**config.mk**
```make
export PLATFORM = sky130hd
export DESIGN_NAME = pm_cap_regs
export DESIGN_NICKNAME = d
export VERILOG_FILES = /design/src/rtl/pm_cap_pkg.sv /design/src/rtl/pm_addr_dec.sv /design/src/rtl/pm_csr_regs.sv /design/src/rtl/pm_cfg_read.sv /design/src/rtl/pm_cap_regs.sv
export SDC_FILE = /design/constraint.sdc
export NUM_CORES = 1
export LEC_CHECK = 0
export ABC_AREA = 1
export BUFFER_PORTS_ARGS = -buffer_cell sky130_fd_sc_hd__buf_4
export CORE_MARGIN = 10
export CORE_UTILIZATION = 35
export DETAILED_ROUTE_END_ITERATION = 12
export GPL_TIMING_DRIVEN = 0
export HOLD_SLACK_MARGIN = 0.02
export PLACE_DENSITY = 0.85
export REMOVE_ABC_BUFFERS = 1
export SLEW_MARGIN = 25
export SYNTH_ARGS = -nofsm -noshare
export SYNTH_HDL_FRONTEND = slang
export SYNTH_SLANG_ARGS = --single-unit
```
**constraint.sdc**
```tcl
create_clock -name clk -period 1.3 [get_ports clk]
set_input_delay 0.065 -clock clk [delete_from_list [all_inputs] [get_ports clk]]
set_output_delay 0.065 -clock clk [all_outputs]
set_load 0.02 [all_outputs]
```
**src/rtl/pm_cap_pkg.sv**
```systemverilog
`timescale 1ns/1ps
package pm_cap_pkg;
  localparam int DATA_W   = 32;
  localparam int LANES    = DATA_W / 8;

  typedef enum logic [1:0] {
    PS_D0 = 2'b00,
    PS_D1 = 2'b01,
    PS_D2 = 2'b10,
    PS_D3 = 2'b11
  } pwr_state_e;

  // field positions inside the control/status dword
  localparam int PS_LSB   = 0;
  localparam int PS_MSB   = 1;
  localparam int EN_BIT   = 8;
  localparam int STS_BIT  = 15;
  localparam int PS_LANE  = PS_LSB / 8;
  localparam int EN_LANE  = EN_BIT / 8;
  localparam int STS_LANE = STS_BIT / 8;

  // header contents
  localparam logic [7:0] CAP_ID   = 8'h01;
  localparam logic [7:0] NEXT_PTR = 8'h00;
  localparam logic [2:0] PM_REV   = 3'd1;

  function automatic logic [DATA_W-1:0] header_word();
    logic [DATA_W-1:0] w;
    w = '0;
    w[7:0]   = CAP_ID;
    w[15:8]  = NEXT_PTR;
    w[18:16] = PM_REV;
    return w;
  endfunction
endpackage

```
**src/rtl/pm_addr_dec.sv**
```systemverilog
`timescale 1ns/1ps
module pm_addr_dec #(
  parameter int ADDR_W  = 6,
  parameter logic [ADDR_W-1:0] BASE_DW = 6'h14
) (
  input  logic              req,
  input  logic              we,
  input  logic [ADDR_W-1:0] addr,
  output logic              hdr_hit,
  output logic              csr_hit,
  output logic              rd_req,
  output logic              csr_wr
);
  localparam logic [ADDR_W-1:0] CSR_DW = BASE_DW + 1'b1;

  always_comb begin
    hdr_hit = (addr == BASE_DW);
    csr_hit = (addr == CSR_DW);
    rd_req  = req && !we;
    csr_wr  = req && we && csr_hit;
  end
endmodule

```
**src/rtl/pm_csr_regs.sv**
```systemverilog
`timescale 1ns/1ps
module pm_csr_regs
  import pm_cap_pkg::*;
#(
  parameter int DW = DATA_W
) (
  input  logic             clk,
  input  logic             rst,
  input  logic             strap_n,
  input  logic             wr_en,
  input  logic [DW/8-1:0]  be,
  input  logic [DW-1:0]    wdata,
  input  logic             wake_evt,
  output pwr_state_e       pstate_q,
  output logic             en_q,
  output logic             sts_q,
  output logic             wake_n_q,
  output logic [DW-1:0]    csr_word
);
  pwr_state_e ps_d;
  logic       en_d, sts_d, clr_hit;

  // bits of the write word that no field uses
  logic unused_wbits;
  assign unused_wbits = ^{wdata[DW-1:STS_BIT+1], wdata[STS_BIT-1:EN_BIT+1],
                          wdata[EN_BIT-1:PS_MSB+1]};

  assign clr_hit = wr_en && be[STS_LANE] && wdata[STS_BIT];

  always_comb begin
    ps_d  = pstate_q;
    en_d  = en_q;
    sts_d = sts_q;
    if (wr_en && be[PS_LANE]) ps_d = pwr_state_e'(wdata[PS_MSB:PS_LSB]);
    if (wr_en && be[EN_LANE]) en_d = wdata[EN_BIT];
    if (clr_hit)              sts_d = 1'b0;
    if (wake_evt)             sts_d = 1'b1;   // event has priority over clear
  end

  always_ff @(posedge clk) begin
    if (rst) begin
      pstate_q <= strap_n ? PS_D0 : PS_D3;
      en_q     <= 1'b0;
      sts_q    <= 1'b0;
      wake_n_q <= 1'b1;
    end else begin
      pstate_q <= ps_d;
      en_q     <= en_d;
      sts_q    <= sts_d;
      wake_n_q <= !(sts_d && en_d);
    end
  end

  always_comb begin
    csr_word                 = '0;
    csr_word[PS_MSB:PS_LSB]  = pstate_q;
    csr_word[EN_BIT]         = en_q;
    csr_word[STS_BIT]        = sts_q;
  end

  assert_wake_pair_R9: assert property (@(posedge clk) disable iff (rst)
    wake_n_q == !(sts_q && en_q));
  assert_en_gate_R6: assert property (@(posedge clk) disable iff (rst)
    !en_q |-> wake_n_q);
  assert_evt_sets_R7: assert property (@(posedge clk) disable iff (rst)
    wake_evt |=> sts_q);
  assert_w1c_R8: assert property (@(posedge clk) disable iff (rst)
    (clr_hit && !wake_evt) |=> !sts_q);
  assert_evt_wins_R10: assert property (@(posedge clk) disable iff (rst)
    (clr_hit && wake_evt) |=> sts_q);
  assert_lane_hold_R11: assert property (@(posedge clk) disable iff (rst)
    (wr_en && !be[PS_LANE]) |=> $stable(pstate_q));
  assert_strap_ignored_R5: assert property (@(posedge clk) disable iff (rst)
    !wr_en |=> $stable(pstate_q));
endmodule

```
**src/rtl/pm_cfg_read.sv**
```systemverilog
`timescale 1ns/1ps
module pm_cfg_read
  import pm_cap_pkg::*;
#(
  parameter int DW = DATA_W
) (
  input  logic          clk,
  input  logic          rst,
  input  logic          rd_req,
  input  logic          hdr_hit,
  input  logic          csr_hit,
  input  logic [DW-1:0] csr_word,
  output logic [DW-1:0] rdata_q,
  output logic          rvalid_q
);
  logic [DW-1:0] rd_mux;

  always_comb begin
    rd_mux = '0;
    if (hdr_hit)      rd_mux = DW'(header_word());
    else if (csr_hit) rd_mux = csr_word;
  end

  always_ff @(posedge clk) begin
    if (rst) begin
      rdata_q  <= '0;
      rvalid_q <= 1'b0;
    end else begin
      rvalid_q <= rd_req;
      if (rd_req) rdata_q <= rd_mux;
    end
  end

  assert_rvalid_R12: assert property (@(posedge clk) disable iff (rst)
    rd_req |=> rvalid_q);
  assert_no_rvalid_R12: assert property (@(posedge clk) disable iff (rst)
    !rd_req |=> !rvalid_q);
  assert_unmapped_zero_R2: assert property (@(posedge clk) disable iff (rst)
    (rd_req && !hdr_hit && !csr_hit) |=> (rdata_q == '0));
endmodule

```
**src/rtl/pm_cap_regs.sv**
```systemverilog
`timescale 1ns/1ps
module pm_cap_regs
  import pm_cap_pkg::*;
#(
  parameter int ADDR_W = 6,
  parameter logic [ADDR_W-1:0] BASE_DW = 6'h14
) (
  input  logic              clk,
  input  logic              rst,
  input  logic              strap_n,
  input  logic              cfg_req,
  input  logic              cfg_we,
  input  logic [ADDR_W-1:0] cfg_addr,
  input  logic [LANES-1:0]  cfg_be,
  input  logic [DATA_W-1:0] cfg_wdata,
  output logic [DATA_W-1:0] cfg_rdata,
  output logic              cfg_rvalid,
  input  logic              wake_evt,
  output logic              wake_n,
  output logic [1:0]        pwr_state
);
  logic hdr_hit, csr_hit, rd_req, csr_wr;
  logic en_q, sts_q;
  pwr_state_e pstate_q;
  logic [DATA_W-1:0] csr_word;

  pm_addr_dec #(.ADDR_W(ADDR_W), .BASE_DW(BASE_DW)) u_dec (
    .req(cfg_req), .we(cfg_we), .addr(cfg_addr),
    .hdr_hit(hdr_hit), .csr_hit(csr_hit), .rd_req(rd_req), .csr_wr(csr_wr)
  );

  pm_csr_regs #(.DW(DATA_W)) u_csr (
    .clk(clk), .rst(rst), .strap_n(strap_n), .wr_en(csr_wr),
    .be(cfg_be), .wdata(cfg_wdata), .wake_evt(wake_evt),
    .pstate_q(pstate_q), .en_q(en_q), .sts_q(sts_q),
    .wake_n_q(wake_n), .csr_word(csr_word)
  );

  pm_cfg_read #(.DW(DATA_W)) u_rd (
    .clk(clk), .rst(rst), .rd_req(rd_req), .hdr_hit(hdr_hit),
    .csr_hit(csr_hit), .csr_word(csr_word),
    .rdata_q(cfg_rdata), .rvalid_q(cfg_rvalid)
  );

  assign pwr_state = pstate_q;
endmodule

```
* After elaboration in Yosys (flattened, before gate mapping)
Cells that the tools add are included.
Widths: inputs -> output; s select.
** Storage, ports and cells
- Flip-flop bits (word level) :: 38
- Bits of input ports :: 48
- Word-level logic and storage cells :: 26
** Operators by class
- Equality and inequality tests :: 2
- Multiplexer cells :: 8
- Reduce and logical (&&, ||, !) cells :: 10
** Operators by type and width (number)
- $mux 32 :: 1
- $mux 16 :: 1
- $eq 6x5->1 const B :: 2
- $logic_and 1x1->1 :: 7
- $mux 2 :: 3
- $mux 1 :: 3
- $logic_not 1->1 :: 2
- $reduce_bool 2->1 :: 1

* Depth between registers and ports, before layout
Gate-level depths: netlist of run 1.
- Depth in word-level cells :: 8
- Mapped depth :: 8
- Mapped depth without buffers :: 8

* Hierarchy
Synthesis of run 1 repeated with hierarchy kept, for this count alone.
** Unflattened totals
- Cell total of the unflattened synthesis :: 280
- Area, all modules :: 1966.9 sq um
** Modules (own cells, without submodules)
- pm_cfg_read :: instances 1, cells an instance 205, area each 1453.9 sq um
- pm_csr_regs :: instances 1, cells an instance 58, area each 446.7 sq um
- pm_addr_dec :: instances 1, cells an instance 17, area each 66.3 sq um

* Least setup slack after synthesis of run 1
Ideal clock, no wire load.
- Path type :: input to register
- Start point :: in cfg_addr[3]
- End point :: reg u_csr.pstate_q[0], enable pin
- Arrival :: 0.516 ns
- Data required time :: 1.003 ns
- Path slack :: 0.487 ns
- Cell stages on the path :: 5
- Buffers on the path :: 0
- Cells stage by stage :: nor2_1 nand2_1 nor2_4 nand3_1 nand2_1
** On the way
- Longest elaborated chain between the ends :: 4
** Ends and longest elaborated chain
- start, declared :: line pm_cap_regs.sv:13 : input logic [ADDR_W-1:0] cfg_addr,
- $eq 6x5->1 :: line pm_addr_dec.sv:18 : csr_hit = (addr == CSR_DW);
- $logic_and 1x1->1 :: line pm_addr_dec.sv:20 : csr_wr = req && we && csr_hit;
- $logic_and 1x1->1 :: line pm_csr_regs.sv:34 : if (wr_en && be[PS_LANE]) ps_d = pwr_state_e'(wdata[PS_MSB:PS_LSB]);
- $reduce_bool 2->1 (no source line)
- end signal, assigned :: line pm_csr_regs.sv:42 : pstate_q <= strap_n ? PS_D0 : PS_D3;
- end signal, assigned :: line pm_csr_regs.sv:47 : pstate_q <= ps_d;
- end, declared :: line pm_csr_regs.sv:14 : output pwr_state_e pstate_q,
No other way between the ends.
A chain may end at the register's enable or synchronous reset.

* Worst setup path in the final report of run 1
- Start point :: in rst
- End point :: reg u_csr.pstate_q[1] (data pin)
** On the way
- Longest elaborated chain between the ends :: 1
** Ends and longest elaborated chain
- start, declared :: line pm_cap_regs.sv:9 : input logic rst,
- $mux 2 :: line pm_csr_regs.sv:41 : if (rst) begin
No other way between the ends.

==> reports/results.ini, run 1 <==
[placement]
place_congestion=0.751
hpwl_um=1520
numPortBuffers=26

[die]
coreArea_um2=1940
fp.dieW_um=64.8
die_h_um=64.8
ios=84
start_util=0.361
num_rows=16
dieArea_um2=4200

[synthesis]
synth_seq_cells=11
syn_area_per_cell_um2=7.55
synth-edff-count=2
synth-async-reset-ratio=0
yosysSeqAreaShare=0.342
yosysWarnings=0
synthDistinctLibCells=18
synth_top_cell_by_area=buf_4
yosys.area.top_type_share=0.289
synth_area_leaders=buf_4 29%, dfxtp_1 26%, nand2_1 9.6%
ys.flop_type=dfxtp_1
syn_area_um2=702
syn_inst=93

[finish]
final_util=0.445
area_delta_synth_final_pct=23.0
final_nets=172
insertedDiodeCount=0
drive_gt1_frac=0.317

[power]
power.leakage_uw=0.000461
p_per_area_nw_per_um2=928
ir_worst_vdd_uv=433

[worst_setup_path]
critPathKind=in -> reg
cp_max_fo=8
cp.required_ns=1.33
cp-end-kind=flip-flop
slowest_stage=dlygate4sd3_1
max_stage_delay_ns=0.54
crit_chain=dlygate4sd3_1, buf_4, inv_1, or2_2, nand2_1
start_kind=input port
cp.arrival_ns=1.11

[detailed_routing]
final_antenna_net_count=0
drtIter0Drc=6
drc=0
vias_per_cell=3.87
vias=581
drt-met1-wl_um=538
routed.top_layer=met4
first_pass_iters=4
drt_wl_total_um=1680
route.met3.wl_um=200
wl_met2_um=922
wl_per_cell_um=11.2

[grt]
antenna_found_initial=0
overflow=0
grt_use_total=0.0791
grt_start_max_net_pins=10
grt_first_pass_wirelength_um=2680
grt_pass1_vias=594

[clocking]
cts_setup_buffers=0
cts-buffers-inserted=3
root_buffer=clkbuf_4
cts.hold.buffers_added=1
clockBufferDepth=2
cts_tree=done
cts_resized=0
cts.htree.levels=1
clkLatencyLatePin_ns=0.27
clk_pin_slew_worst_paths_ns=0.07
numClockSinks=11

[sta]
setup_viol=0
fmax_mhz=926
hold_violations=0
final.min_clock_period_ns=1.08
finalSetupTns_ns=0
rsz0062_at_grt=false
post-route-period-util=0.831
fin_skew_ns=0.00487
holdWs_ns=0.0523
final_max_slew_viol_count=0

[flow_run]
cap_violations=0

[status]
status=finished clean

[worst_hold_path]
hold_class=in -> reg

[Yosys cell counts (2+ instances only)]
library cell,instances
a21oi_1,5
buf_4,27
dfxtp_1,9
edfxtp_1,2
inv_1,9
inv_2,2
nand2_1,18
nand3_1,3
nor2_1,5
nor2_2,2
nor2_4,2
o21ai_0,3
[routing by layer]
| metal | GRT usage | up-vias |
|---|---|---|
| met4 | 0.0241 | 0 |
| li1 | - | 292 |
| met3 | 0.0515 | 3 |
| met1 | 0.0704 | 260 |
| met2 | 0.143 | 26 |
| met5 | 0 | - |
[area by class of cell]
type	instances	area, µm²
inverters	11	41.3
multi-input cells	70	315
well taps	27	33.8
flip-flops and latches	11	240
repair buffers	27	205
clock buffers	3	22.5
clock inverters	1	5.00
fillers	209	1080
[per-stage QoR]
step                cells  setup WS [ns]  power, µW  instance area (µm²)
CTS                   150          0.220        806                  863
floorplan              92          0.487        498                  597
global route          150          0.170        852                  863
finish                150          0.220        801                  863
global placement      145          0.271        568                  826
detailed placement    145          0.262        572                  826
[layout by cell type (no fill, tap or decap), types with 2 or more instances in the layout]
cell	netlist	final
nor2_1	5	5
nor2_4	2	2
a21oi_1	5	5
inv_2	2	2
inv_1	9	9
nand2_1	18	18
o21ai_0	3	3
conb_1	1	27
clkbuf_4	0	3
dfxtp_1	9	9
nor2_2	2	2
buf_4	27	26
nand3_1	3	3
edfxtp_1	2	2
[registers in the layout, summed over array words and instances (netlist names)]
name	cells
u_csr.en_q	1
u_csr.pstate_q	2
u_csr.sts_q	1
u_csr.wake_n_q	1
u_rd.rdata_q	5
u_rd.rvalid_q	1
[cell families (layout without fill, tap and decap cells)]
kind of cell	after synthesis	in the layout	synth area share
buffers and inverters	38	42	0.348
other	1	27	0.00534
AO/OA/AOI/OAI	9	9	0.0659
AND/OR/NAND/NOR	34	34	0.239
flip-flops	11	11	0.342
[report_power, final]
group	switching, µW	leakage [µW]	internal, µW
Sequential	7.69	0.0000930	363
Clock	118	0.0000177	114
Combinational	134	0.000350	64.1
Total	260	0.000461	541
[worst max-delay path, delay by kind of cell]
| family | cells | cell delay, ns |
|---|---|---|
| buffers and inverters | 3 | 0.86 |
| and+or+nand+nor | 2 | 0.19 |
[final timing paths]
path	start	end	slack, ns	cells after the start
setup / recovery	rst	u_csr.pstate_q[1]	0.22	5
hold / removal	wake_evt	u_csr.wake_n_q	0.05	4
setup reg to reg	u_csr.en_q	u_csr.wake_n_q	0.57	5
hold reg to reg	u_csr.en_q	u_rd.rdata_q[8]	0.47	2
(Power assumes the default switching activity.)
==> run 2, diff against run 1 <==
--- a/config.mk
+++ b/config.mk
@@ -7,12 +7,13 @@
 export LEC_CHECK = 0
 export ABC_AREA = 1
 export BUFFER_PORTS_ARGS = -buffer_cell sky130_fd_sc_hd__buf_4
+export CORE_ASPECT_RATIO = 1.75
 export CORE_MARGIN = 10
-export CORE_UTILIZATION = 35
+export CORE_UTILIZATION = 29
 export DETAILED_ROUTE_END_ITERATION = 12
 export GPL_TIMING_DRIVEN = 0
 export HOLD_SLACK_MARGIN = 0.02
-export PLACE_DENSITY = 0.85
+export PLACE_DENSITY = 0.75
 export REMOVE_ABC_BUFFERS = 1
 export SLEW_MARGIN = 25
 export SYNTH_ARGS = -nofsm -noshare
==> constraint.sdc (replaced) <==
create_clock -name clk -period 0.9 [get_ports clk]
set_input_delay 0.045 -clock clk [delete_from_list [all_inputs] [get_ports clk]]
set_output_delay 0.045 -clock clk [all_outputs]
set_load 0.02 [all_outputs]
==> run 2 against run 1 <==
Clock power increased by 110%. Total power grew 65%. Sequential share of layout area fell by 0.48 points. Critical endpoint is now pwr_state[0]. Largest cell class unchanged. Highest routed layer unchanged.
==> reports/results.ini, run 2 (synthesis gave the netlist of run 1 again) <==
[grt]
grt_start_max_net_pins=10  ; unchanged
grt_first_pass_wirelength_um=2820  ; +5.1%
overflow=0  ; unchanged
grt_use_total=0.0711  ; -0.00795
antenna_found_initial=0  ; unchanged
grt_pass1_vias=681  ; +15%

[sta]
setup_viol=0  ; unchanged
fin_skew_ns=0.000336  ; -0.00454 ns
final.min_clock_period_ns=0.846
rsz0062_at_grt=false
fmax_mhz=1180
hold_violations=0  ; unchanged
post-route-period-util=0.940
final_max_slew_viol_count=0  ; unchanged
holdWs_ns=0.0641  ; +0.0117 ns

[die]
ios=84  ; unchanged
fp.dieW_um=57.2  ; -12%
start_util=0.305  ; -0.0566
dieArea_um2=4870  ; +16%
coreArea_um2=2300  ; +19%
die_h_um=85.1  ; +31%
num_rows=23  ; +7

[finish]
largest_registers=u_rd.rdata_q: 5 flops, u_csr.pstate_q: 2 flops
mostFrequentLayoutCell=conb_1
multi_input_area_um2=315  ; unchanged
fillers=256  ; +22%
largest_register=u_rd.rdata_q
largest_reg_flops=5  ; unchanged
layout_common_cells=27 x conb_1, 26 x buf_4, 18 x nand2_1, 9 x inv_1, 9 x dfxtp_1
final_nets=172  ; unchanged
regArea_um2=240  ; unchanged
insertedDiodeCount=0  ; unchanged
drive_gt1_frac=0.309  ; -0.00813
area_delta_synth_final_pct=25.1

[detailed_routing]
drtIter0Drc=15  ; +9
drt_wl_total_um=1810  ; +7.8%
final_antenna_net_count=0  ; unchanged
vias_per_cell=4.03  ; +4.1%
wl_per_cell_um=12.2  ; +9.2%
vias=597  ; +2.8%
drc=0  ; unchanged
first_pass_iters=4  ; unchanged

[clocking]
cts_setup_buffers=0  ; unchanged
cts_resized=0  ; unchanged
numClockSinks=11  ; unchanged
clkLatencyLatePin_ns=0.24  ; -0.03 ns
clk_pin_slew_worst_paths_ns=0.05  ; -0.02 ns
clockBufferDepth=2  ; unchanged
cts-buffers-inserted=3  ; unchanged
cts.htree.levels=1  ; unchanged
root_buffer=clkbuf_8
cts_tree=done

[worst_setup_path]
path_delay_family=flip-flops
slowest_stage=edfxtp_1
max_stage_delay_ns=0.39  ; -0.15 ns
path_buf_inv=1  ; -2
cp_max_fo=2  ; -6
cp-end-kind=output port
start_kind=flip-flop
critPathKind=reg -> out
cp.arrival_ns=0.80  ; -0.31 ns
crit_chain=buf_4
cp.required_ns=0.85  ; -0.48 ns

[power]
p_int_uw=929  ; +72%
swShare=0.297  ; -0.0280
power.leakage_uw=0.000466  ; +1.1%
power.share.sequential=0.406  ; -0.057
p_comb_frac=0.221  ; -0.026
p_per_area_nw_per_um2=1500  ; +62%
ir_worst_vdd_uv=905  ; +110%
fin_total_pwr_uw=1320  ; +65%
clock_power_share=0.373  ; +0.083
switchingPower_uw=392  ; +51%

[placement]
hpwl_um=1560  ; +2.3%
numPortBuffers=26  ; unchanged
place_congestion=0.814  ; +8.3%

[flow_run]
cap_violations=0  ; unchanged

[worst_hold_path]
hold_class=in -> reg

[status]
status=finished clean

-- run 2: cell types whose count changed in the layout (fill, tap and decap cells not counted), sizes merged --
cell,delta
clkbuf,+1
clkinv,-1
-- run 2: final timing paths --
path                                         from         endpoint  slack, ns  cells after the start
worst max register to register         u_csr.en_q   u_csr.wake_n_q       0.17                      5
worst min register to register         u_csr.en_q  u_rd.rdata_q[8]       0.46                      2
worst max-delay path            u_csr.pstate_q[0]     pwr_state[0]       0.05                      1
worst min-delay path                 cfg_wdata[8]       u_csr.en_q       0.06                      3
-- run 2: layout make-up --
class / count / share of cell area
clock buffer: 4 / 0.0513
tap: 25 / 0.0356
timing repair buffer: 27 / 0.234
multi-input combinational: 70 / 0.359
inverter: 11 / 0.0470
sequential: 11 / 0.274
-- run 2: per-stage QoR --
step                      setup slack (ns)  cells  setup TNS, ns  instance area (µm²)   util
after floorplan                      0.107     92              0                  597      -
after global placement             -0.0779    143         -0.156                  823  0.358
after detailed placement           -0.0936    143         -0.215                  823  0.358
after CTS                           0.0492    148              0                  878  0.382
after global routing                0.0186    148              0                  878  0.382
final                               0.0541    148              0                  878  0.382
-- run 2: metal layers --
metal | routed length (µm) | global-route usage
met1 | 744 | 0.0745
met2 | 787 | 0.112
met3 | 253 | 0.0448
met4 | 25 | 0.0258
met5 | 0 | 0
-- run 2: power by group through the flow --
stage	clock network [µW]	logic, µW	registers, µW
final	493	291	537
after CTS	501	286	537
after detailed placement	0	282	546
after global routing	526	317	538
after floorplan	0	151	568
after global placement	0	277	545
-- run 2: repair_timing --
action                                 CTS  global route
setup endpoints to repair                0             0
endpoints found under the hold margin    4             0
hold buffers                             1             0
